**config.mk**
```make
export PLATFORM = sky130hd
export DESIGN_NAME = txu_frame_tx
export DESIGN_NICKNAME = d
export VERILOG_FILES = /design/src/rtl/txu_pkg.sv /design/src/rtl/txu_ctl.sv /design/src/rtl/txu_fifo.sv /design/src/rtl/txu_shifter.sv /design/src/rtl/txu_frame_tx.sv
export SDC_FILE = /design/constraint.sdc
export NUM_CORES = 1
export LEC_CHECK = 0
export ABC_AREA = 1
export ABC_CLOCK_PERIOD_IN_PS = 4000
export BUFFER_PORTS_ARGS = -buffer_cell sky130_fd_sc_hd__buf_4
export CAP_MARGIN = 20
export CORE_MARGIN = 10
export CORE_UTILIZATION = 55
export DETAILED_ROUTE_END_ITERATION = 12
export PLACE_DENSITY = 0.83
export RECOVER_POWER = 25
export SLEW_MARGIN = 20
export SYNTH_ARGS = -nofsm -noshare
export SYNTH_HDL_FRONTEND = slang
export SYNTH_SLANG_ARGS = --single-unit
```
**constraint.sdc**
```tcl
create_clock -name clk -period 4 [get_ports clk]
set_input_delay 0.8 -clock clk [delete_from_list [all_inputs] [get_ports clk]]
set_output_delay 0.8 -clock clk [all_outputs]
set_load 0.02 [all_outputs]
```
**src/rtl/txu_pkg.sv**
```systemverilog
package txu_pkg;
    localparam int DATA_W = 8;
    localparam int MODE_W = 8;
    localparam int CTRL_W = 9;
    localparam int CNT_W  = 4;

    // control word bit positions
    localparam int CTL_TXRST   = 1;
    localparam int CTL_EN      = 4;
    localparam int CTL_DIS     = 5;
    localparam int CTL_BRK_ON  = 7;
    localparam int CTL_BRK_OFF = 8;

    typedef enum logic [2:0] {
        ST_IDLE, ST_START, ST_DATA, ST_PARITY, ST_STOP, ST_BREAK
    } txu_state_e;

    typedef enum logic [1:0] {
        PK_EVEN, PK_ODD, PK_SPACE, PK_MARK
    } txu_par_e;

    typedef struct packed {
        logic [CNT_W-1:0] nbits;
        logic             par_en;
        txu_par_e         par_kind;
        logic             stop2;
    } txu_cfg_t;

    // decode framing fields; bit 0 of the mode word carries nothing here
    function automatic txu_cfg_t decode_mode(logic [MODE_W-1:1] m);
        txu_cfg_t c;
        c.nbits    = (m[2:1] == 2'b11) ? CNT_W'(6) :
                     (m[2:1] == 2'b10) ? CNT_W'(7) : CNT_W'(8);
        c.par_en   = !m[5];
        c.par_kind = txu_par_e'(m[4:3]);
        c.stop2    = (m[7:6] == 2'b10);
        return c;
    endfunction

    function automatic logic [DATA_W-1:0] len_mask(logic [CNT_W-1:0] n);
        return {DATA_W{1'b1}} >> (CNT_W'(DATA_W) - n);
    endfunction

    function automatic logic parity_of(txu_cfg_t c, logic [DATA_W-1:0] d);
        logic p;
        unique case (c.par_kind)
            PK_EVEN:  p = ^d;
            PK_ODD:   p = ~^d;
            PK_SPACE: p = 1'b0;
            PK_MARK:  p = 1'b1;
            default:  p = 1'b0;
        endcase
        return p;
    endfunction
endpackage

```
**src/rtl/txu_ctl.sv**
```systemverilog
module txu_ctl
    import txu_pkg::*;
(
    input  logic              clk,
    input  logic              rst_n,
    input  logic              ctrl_wr,
    input  logic [CTRL_W-1:0] ctrl_word,
    output logic              tx_en,
    output logic              brk_on,
    output logic              flush
);
    logic unused_ctrl_bits;
    assign unused_ctrl_bits = ^{ctrl_word[0], ctrl_word[3:2], ctrl_word[6]};

    assign flush = ctrl_wr && ctrl_word[CTL_TXRST];

    always_ff @(posedge clk or negedge rst_n) begin
        if (!rst_n) begin
            tx_en  <= 1'b0;
            brk_on <= 1'b0;
        end else if (ctrl_wr) begin
            if (ctrl_word[CTL_DIS])
                tx_en <= 1'b0;
            else if (ctrl_word[CTL_EN])
                tx_en <= 1'b1;
            if (ctrl_word[CTL_BRK_OFF])
                brk_on <= 1'b0;
            else if (ctrl_word[CTL_BRK_ON])
                brk_on <= 1'b1;
        end
    end

    AST_DISABLE_WINS: assert property (@(posedge clk) disable iff (!rst_n)
        ctrl_wr && ctrl_word[CTL_DIS] |=> !tx_en);
    AST_BRK_RELEASE_WINS: assert property (@(posedge clk) disable iff (!rst_n)
        ctrl_wr && ctrl_word[CTL_BRK_OFF] |=> !brk_on);
endmodule

```
**src/rtl/txu_fifo.sv**
```systemverilog
module txu_fifo #(
    parameter int W     = 8,
    parameter int DEPTH = 4
) (
    input  logic         clk,
    input  logic         rst_n,
    input  logic         flush,
    input  logic         push,
    input  logic [W-1:0] din,
    input  logic         pop,
    output logic [W-1:0] dout,
    output logic         empty,
    output logic         full
);
    localparam int AW = (DEPTH > 1) ? $clog2(DEPTH) : 1;
    localparam int CW = $clog2(DEPTH + 1);

    logic [W-1:0]  mem [DEPTH];
    logic [AW-1:0] wr_ptr, rd_ptr;
    logic [CW-1:0] count;
    logic          do_push, do_pop;

    assign empty   = (count == '0);
    assign full    = (count == CW'(DEPTH));
    assign do_push = push && !full && !flush;
    assign do_pop  = pop && !empty && !flush;
    assign dout    = mem[rd_ptr];

    function automatic logic [AW-1:0] bump(logic [AW-1:0] p);
        return (p == AW'(DEPTH - 1)) ? '0 : p + AW'(1);
    endfunction

    always_ff @(posedge clk) begin
        if (do_push)
            mem[wr_ptr] <= din;
    end

    always_ff @(posedge clk or negedge rst_n) begin
        if (!rst_n) begin
            wr_ptr <= '0;
            rd_ptr <= '0;
            count  <= '0;
        end else if (flush) begin
            wr_ptr <= '0;
            rd_ptr <= '0;
            count  <= '0;
        end else begin
            if (do_push) wr_ptr <= bump(wr_ptr);
            if (do_pop)  rd_ptr <= bump(rd_ptr);
            count <= count + CW'(do_push) - CW'(do_pop);
        end
    end

    AST_FULL_DROPS_WRITE: assert property (@(posedge clk) disable iff (!rst_n)
        full && push && !pop && !flush |=> full && $stable(wr_ptr));
    AST_FLUSH_EMPTIES: assert property (@(posedge clk) disable iff (!rst_n)
        flush |=> empty);
endmodule

```
**src/rtl/txu_shifter.sv**
```systemverilog
module txu_shifter
    import txu_pkg::*;
(
    input  logic              clk,
    input  logic              rst_n,
    input  logic              tick,
    input  logic              flush,
    input  logic              tx_en,
    input  logic              brk_on,
    input  logic              have_data,
    input  logic [MODE_W-1:0] mode,
    input  logic [DATA_W-1:0] din,
    output logic              pop,
    output logic              txd,
    output logic              active
);
    txu_state_e       state, nxt;
    txu_cfg_t         cfg, new_cfg;
    logic [DATA_W-1:0] shreg, new_data;
    logic [CNT_W-1:0] bitcnt;
    logic             par_bit, stop_second, load, can_load;
    logic             unused_mode_lsb;

    assign unused_mode_lsb = mode[0];
    assign new_cfg  = decode_mode(mode[MODE_W-1:1]);
    assign new_data = din & len_mask(new_cfg.nbits);
    assign can_load = tx_en && have_data && !brk_on;
    assign pop      = load;

    // next-state logic
    always_comb begin
        nxt  = state;
        load = 1'b0;
        unique case (state)
            ST_IDLE: begin
                if (brk_on)
                    nxt = ST_BREAK;
                else if (tick && can_load) begin
                    nxt  = ST_START;
                    load = 1'b1;
                end
            end
            ST_START:  if (tick) nxt = ST_DATA;
            ST_DATA:   if (tick && bitcnt == cfg.nbits - CNT_W'(1))
                           nxt = cfg.par_en ? ST_PARITY : ST_STOP;
            ST_PARITY: if (tick) nxt = ST_STOP;
            ST_STOP: begin
                if (tick) begin
                    if (cfg.stop2 && !stop_second)
                        nxt = ST_STOP;
                    else if (can_load) begin
                        nxt  = ST_START;
                        load = 1'b1;
                    end else
                        nxt = ST_IDLE;
                end
            end
            ST_BREAK:  if (!brk_on) nxt = ST_IDLE;
            default:   nxt = ST_IDLE;
        endcase
        if (flush) begin
            nxt  = ST_IDLE;
            load = 1'b0;
        end
    end

    // state register
    always_ff @(posedge clk or negedge rst_n) begin
        if (!rst_n) state <= ST_IDLE;
        else        state <= nxt;
    end

    // character datapath
    always_ff @(posedge clk or negedge rst_n) begin
        if (!rst_n) begin
            cfg         <= decode_mode('0);
            shreg       <= '0;
            par_bit     <= 1'b0;
            bitcnt      <= '0;
            stop_second <= 1'b0;
        end else begin
            if (load) begin
                cfg     <= new_cfg;
                shreg   <= new_data;
                par_bit <= parity_of(new_cfg, new_data);
            end else if (state == ST_DATA && tick) begin
                shreg <= shreg >> 1;
            end
            if (state != ST_DATA)  bitcnt <= '0;
            else if (tick)         bitcnt <= bitcnt + CNT_W'(1);
            if (state != ST_STOP)  stop_second <= 1'b0;
            else if (tick)         stop_second <= 1'b1;
        end
    end

    // outputs
    always_comb begin
        txd    = 1'b1;
        active = 1'b0;
        unique case (state)
            ST_IDLE:   begin txd = 1'b1;     active = 1'b0; end
            ST_START:  begin txd = 1'b0;     active = 1'b1; end
            ST_DATA:   begin txd = shreg[0]; active = 1'b1; end
            ST_PARITY: begin txd = par_bit;  active = 1'b1; end
            ST_STOP:   begin txd = 1'b1;     active = 1'b1; end
            ST_BREAK:  begin txd = 1'b0;     active = 1'b0; end
            default:   begin txd = 1'b1;     active = 1'b0; end
        endcase
    end

    AST_CFG_FROZEN: assert property (@(posedge clk) disable iff (!rst_n)
        state != ST_START |-> $stable(cfg));
    AST_FLUSH_IDLES: assert property (@(posedge clk) disable iff (!rst_n)
        flush |=> state == ST_IDLE);
    AST_FRAME_ON_TICK: assert property (@(posedge clk) disable iff (!rst_n)
        $rose(active) |-> $past(tick));
    AST_BREAK_HOLDS: assert property (@(posedge clk) disable iff (!rst_n)
        state == ST_BREAK && brk_on && !flush |=> state == ST_BREAK);
endmodule

```
**src/rtl/txu_frame_tx.sv**
```systemverilog
module txu_frame_tx
    import txu_pkg::*;
#(
    parameter int FIFO_DEPTH = 4
) (
    input  logic              clk,
    input  logic              rst_n,
    input  logic              baud_tick,
    input  logic              wr_en,
    input  logic [DATA_W-1:0] wr_data,
    output logic              wr_full,
    input  logic [MODE_W-1:0] mode_word,
    input  logic              ctrl_wr,
    input  logic [CTRL_W-1:0] ctrl_word,
    output logic              txd,
    output logic              tx_active,
    output logic              tx_empty
);
    logic              tx_en, brk_on, flush;
    logic              q_empty, q_pop;
    logic [DATA_W-1:0] q_data;

    txu_ctl u_ctl (
        .clk       (clk),
        .rst_n     (rst_n),
        .ctrl_wr   (ctrl_wr),
        .ctrl_word (ctrl_word),
        .tx_en     (tx_en),
        .brk_on    (brk_on),
        .flush     (flush)
    );

    txu_fifo #(.W(DATA_W), .DEPTH(FIFO_DEPTH)) u_fifo (
        .clk   (clk),
        .rst_n (rst_n),
        .flush (flush),
        .push  (wr_en),
        .din   (wr_data),
        .pop   (q_pop),
        .dout  (q_data),
        .empty (q_empty),
        .full  (wr_full)
    );

    txu_shifter u_shift (
        .clk       (clk),
        .rst_n     (rst_n),
        .tick      (baud_tick),
        .flush     (flush),
        .tx_en     (tx_en),
        .brk_on    (brk_on),
        .have_data (!q_empty),
        .mode      (mode_word),
        .din       (q_data),
        .pop       (q_pop),
        .txd       (txd),
        .active    (tx_active)
    );

    assign tx_empty = q_empty && !tx_active;

    AST_EMPTY_MEANS_QUIET: assert property (@(posedge clk) disable iff (!rst_n)
        tx_empty && !wr_en |=> !tx_active);
endmodule

```
Word-level counts from Yosys, hierarchy flattened
Memories as Yosys holds them, arrays and structs flattened.
Index checks and enable logic that the tools add are counted.
{"block": "totals", "ff_bits": 32, "latch_bits": 0, "ramBits": 32, "romBits": 0, "inputBits": 30, "out_inout_bits": 4, "word_cells": 125, "mem_count": 1}
{"block": "classes", "addsub": 7, "multipliers": 0, "div": 0, "order_cmp": 0, "eq_ne": 23, "shift": 1, "n_mux": 43, "bitwise": 1, "reduce_logical": 36}
{"memory": "u_fifo.mem", "depth": 4, "word_bits": 8, "rd": 1, "rd_ports_with_merged_regs": 0, "write_ports": 1, "line_no": "txu_fifo.sv:18", "text": "logic [W-1:0] mem [DEPTH];"}
{"cell": "two-way mux 3 bit", "count": 11}
{"cell": "one-hot mux 3 bit (6 select lines)", "count": 1}
{"cell": "two-way mux 1 bit", "count": 16}
{"cell": "two-way mux 4 bit", "count": 4}
{"cell": "two-way mux 8 bit", "count": 2}
{"cell": "inequality test 3 bit (second input constant)", "count": 5}
{"cell": "equality test 2 bit (second input constant)", "count": 7}
{"cell": "nonzero test 2 bit", "count": 7}
{"cell": "logical AND 1 bit", "count": 12}
{"cell": "two-way mux 2 bit", "count": 6}
{"cell": "equality test 3 bit (second input constant)", "count": 3}
{"cell": "AND 8 bit", "count": 1}
{"cell": "XNOR reduction 8 bit", "count": 1}
{"cell": "XOR reduction 8 bit", "count": 1}
{"cell": ">> shifter 8 x 4 -> 8 bit (first input constant)", "count": 1}
{"cell": "zero test 1 bit", "count": 7}
{"cell": "equality test 3 x 2 -> 1 bit (second input constant)", "count": 2}
{"cell": "zero test 3 bit", "count": 2}
{"cell": "inequality test 3 x 2 -> 1 bit (second input constant)", "count": 2}
{"cell": "AND reduction 6 bit", "count": 1}
{"cell": "adder 2 x 1 -> 2 bit (second input constant)", "count": 2}
{"cell": "adder 4 x 1 -> 4 bit (second input constant)", "count": 1}
{"cell": "equality test 4 bit", "count": 1}
{"cell": "inequality test 4 x 3 -> 1 bit (second input constant)", "count": 1}
{"cell": "other kinds (13)", "count": 14}

Depth between registers and ports, before layout
{"block": "logic_depth", "depth_word": 13, "ltp_mapped": 17, "depth_no_buf": 15}

Hierarchy
A second synthesis with hierarchy kept.
{"block": "hier_totals", "hier_cells": 351, "hier_area_um2": 3329.4}
{"mod": "txu_fifo", "instances": 1, "cells_per_inst": 141, "area_each_um2": 1765.4, "seq_area_each_um2": 1136.1}
{"mod": "txu_shifter", "instances": 1, "cells_per_inst": 192, "area_each_um2": 1451.4, "seq_area_each_um2": 553.0}
{"mod": "txu_ctl", "instances": 1, "cells_per_inst": 16, "area_each_um2": 102.6, "seq_area_each_um2": 50.0}
{"mod": "txu_frame_tx", "instances": 1, "cells_per_inst": 2, "area_each_um2": 10.0, "seq_area_each_um2": 0.0}

Worst setup path after synthesis
Ideal clock, no wire load.
{"block": "synth_path", "path_kind": "input to register", "start": "input port ctrl_wr", "end": "register u_fifo.count[2]", "setup_time_ns": 0.118, "t_arrival_ns": 2.352, "required_ns": 3.882, "path_slack_ns": 1.530, "stages": 12, "n_path_buf": 1, "cell_sequence": "nand2_2 > nand3_1 > nor2_1 > and2_1 > buf_4 > ha_1 > inv_1 > ha_1 > inv_1 > fa_1 > xor2_1 > nor2_1"}
{"block": "synth_between", "elab_chain_cells": 6, "word_cells_on_any_way": 9, "classes_between": "2 x add/sub; 2 x mux; 5 x reduce/logical"}
{"item": "start: declaration", "line_no": "txu_frame_tx.sv:13", "text": "input logic ctrl_wr,"}
{"item": "logical AND 1 bit (*)", "line_no": "txu_ctl.sv:15", "text": "assign flush = ctrl_wr && ctrl_word[CTL_TXRST];"}
{"item": "zero test 1 bit or two-way mux 1 bit (tied branches)", "line_no": "txu_fifo.sv:25, txu_fifo.sv:26, txu_shifter.sv:61"}
{"item": "logical AND 1 bit (on tied branches)", "line_no": "txu_fifo.sv:25, txu_fifo.sv:26"}
{"item": "adder 3 x 1 -> 3 bit or logical AND 1 bit (tied branches)", "line_no": "txu_fifo.sv:50, txu_fifo.sv:26"}
{"item": "subtractor 3 x 1 -> 3 bit", "line_no": "txu_fifo.sv:50", "text": "count <= count + CW'(do_push) - CW'(do_pop);"}
{"item": "two-way mux 3 bit (*)", "line_no": "txu_fifo.sv:43", "text": "end else if (flush) begin"}
{"item": "end signal: assignment", "line_no": "txu_fifo.sv:50"}
{"item": "end: declaration", "line_no": "txu_fifo.sv:20", "text": "logic [CW-1:0] count;"}
Every way passes the cells marked *; elsewhere a longest branch is shown, timed or not.
A chain may end at the register's enable or synchronous reset.

Final worst setup path
Ends and elaborated chain as after synthesis.

==> summary.txt <==
Commonest non-fill, non-tap cell in the layout - nand2_1
DR vias - 2,560
Area contributors post-synth - edfxtp_1 (29%), dfrtp_1 (22%), nand2_1 (15%)
Gate power share - 33.2%
Worst Setup Start Kind - input pin
Synth Register Bits - 63
Net Switching - 836 uW
Worst Hold Path EP - u_shift.cfg[0]$_DFFE_PN0N_
Sequential fraction of the synthesis area - 52.0%
Synth Warn # - 0
Total CTS buffers - 9
Minimum clock period - 2.60 ns
Post-CTS Setup Bufs - 0
ANT cells - 0
Syn Area/Cell - 8.77 sq um
Top-level port count - 34
Number of synthesized flops with an enable pin - 32
Status - finished with violations
Area occupied by multi-input gates - 0.00134 sq mm
Hold Path Stages - 2
FILL cells - 491
Worst reg-to-reg setup slack - 1.54 ns
First-pass GRT wire length - 11,200 um
Violated checks - max-capacitance violations, max-slew violations
Unrepaired setup endpoints after global routing - no
Switch share - 36.2%
CP arrival - 2.83 ns
Clock share of power - 25.5%
Worst r2r src - u_shift.state[0]$_DFFE_PN0P_
Worst r2r path cells - 11
Final wirelength - 6490 um
Initial antenna violation count - 0
Mapped Cells - 381
Sinks on Clock Net - 63
Finished Layout Cells - 491
Syn_nets - 422
Worst slew margin - -11.9%
Int Pwr - 1470 uW
Cell accounting for the most synthesized area - edfxtp_1
Leak Pwr - 0.00181 uW
Overflow after GRT - 0
# setup viols final - 0
Worst Path Required - 4.23 ns
Die height - 98.0 um
Layout cells sized above 1 - 15.6%
Fin. Hold Viols - 0
MaxCap Viol Count - 1
Final core utilization - 63.6%
Placed cell area - 0.00356 sq mm
Min-delay worst type - register to register
Max Clock Skew - 0.00547 ns
H-tree Lvls - 3
Fin. max-slew vios - 32
Count of cell types in the netlist - 40
Final instance area - 0.00376 sq mm
Share of total power in sequential cells - 41.3%
Launching element of the worst setup path - ctrl_wr
Setup TNS - 0 ns
Worst slew pin tran - 1.68 ns
Synthesized area - 0.00334 sq mm
DIE AREA - 0.00960 sq mm
Root Buffer - clkbuf_8
HPWL Detailed - 4610 um
First drt pass iteration count - 4
Die width - 98.0 um
I/O Buffers - 28
Placed Cells - 475
Top-area cell type share of the netlist area - 28.7%
Num rows - 28
Max Buffers Root-to-Sink - 2
Hold Crit Start - u_shift.cfg[0]$_DFFE_PN0N_
Final Cycle Share - 64.9%
GP Congestion - 0.829
FF-to-FF End - u_fifo.count[2]$_DFF_PN0_
Routed Antenna Nets - 0
Vias in the first global route - 2,552
Core box area - 0.00592 sq mm
Crit. End Element - register
Reg area - 0.00174 sq mm
Async S/R FF share, synth - 49.2%
CTS resizes - 0
DRT iter0 DRCs - 112
DRC viols - 0
Peak VDD IR - 341 uV
Setup CP Type - input pin to register
GRT Util Overall - 14.1%
Clock network latency to the later pin of the worst-skew pair - 0.34 ns
Number of vias per cell - 5.21
Post-DR wirelength/cell - 13.2 um
FMAX - 385 MHz
Power Density - 613 mW/mm^2
Nets@finish - 452
Starting Density - 56.5%
Hold buffers post-CTS - 0
Worst-path clk slew - 0.07 ns
Area growth syn-to-layout - 12.6%
Clock tree from TritonCTS - yes
Worst-path fanout max - 10
Commonest cells after routing, fill and taps aside - nand2_1 (131), inv_1 (41), nand3_1 (36)
Largest net degree at the start of global routing - 32
Most used DFF post-synth - edfxtp_1
power by group through the flow:
stage | sequential [uW] | combinational [uW] | clock, uW
finish | 953 | 766 | 588
CTS | 952 | 774 | 601
detailed placement | 965 | 768 | 0
floorplan | 923 | 616 | 0
global route | 970 | 893 | 637
global placement | 959 | 736 | 0
layout make-up:
type                       count  area share [%]
inverter                      46            4.72
sequential                    63            46.2
clock inverter                 7            2.33
tap                           75            2.49
clock buffer                   9            3.29
multi-input combinational    263            35.6
timing repair buffer          28            5.39
worst max-delay path, cell delays in order:
cell and delay, ns:
buf_4 0.13, nand2_2 0.17, nand3_1 0.10, nor2_1 0.09, and2_1 0.39, ha_1 0.31
inv_1 0.06, ha_1 0.13, inv_1 0.05, fa_1 0.38, xor2_1 0.16, nor2_1 0.05
worst max-delay path by stage:
stage / end / slack, ns / depth (start not counted)
6_report: u_fifo.count[2]$_DFF_PN0_ / 1.40 / 12
4_1_cts: u_fifo.count[2]$_DFF_PN0_ / 1.40 / 12
2_1_floorplan: u_fifo.count[2]$_DFF_PN0_ / 1.53 / 12
3_5_place_dp: u_fifo.count[2]$_DFF_PN0_ / 1.05 / 12
3_3_place_gp: u_fifo.count[2]$_DFF_PN0_ / 1.07 / 12
5_1_grt: u_fifo.count[2]$_DFF_PN0_ / 1.19 / 12
stage by stage:
stage / hold slack [ns] / power (uW) / setup slack [ns]
after CTS: 0.385 / 2330 / 1.40
after global routing: 0.511 / 2500 / 1.19
after detailed placement: 0.478 / 1730 / 1.05
after floorplan: 0.449 / 1540 / 1.53
final: 0.495 / 2310 / 1.40
after global placement: 0.472 / 1690 / 1.07
cells by family (layout without fill, tap and decap cells):
family                   Yosys count  after routing  synth area share, %
XOR/XNOR                           5              5                 1.31
flip-flops                        63             63                 52.0
buffers and inverters             55             90                 7.93
AO/OA/AOI/OAI                     37             37                 6.96
AND/OR/NAND/NOR                  210            210                 27.4
adder cells (fa/ha/maj)           11             11                 4.34
registers in the layout, indices dropped and copies added, names as in the netlist:
| name | cells |
|---|---|
| u_shift.bitcnt | 4 |
| u_ctl.tx_en | 1 |
| u_fifo.mem | 32 |
| u_shift.stop_second | 1 |
| u_ctl.brk_on | 1 |
| u_fifo.count | 3 |
| u_shift.state | 3 |
| u_fifo.rd_ptr | 2 |
| u_fifo.wr_ptr | 2 |
| u_shift.par_bit | 1 |
| u_shift.cfg | 5 |
| u_shift.shreg | 8 |
cell usage after synthesis (all sizes together), types with 2 or more instances:
master / number
a21oi: 6
o211ai: 5
nor3: 2
buf: 9
o21ai: 15
nand4: 3
ha: 10
nand2: 140
o22ai: 2
dfstp: 2
a21o: 2
dfrtp: 29
xnor2: 2
nand3: 37
nor2: 25
edfxtp: 32
xor2: 3
inv: 46
per-layer routing:
metal  global-route usage [%]  vias to the layer above  share of wire, %
li1                         -                     1301                 -
met1                     15.8                     1201                44
met2                     24.0                       46                52
met3                     4.30                       12               3.2
met4                     6.26                        0               1.4
met5                        0                        -                 0
(Power assumes the default switching activity.)
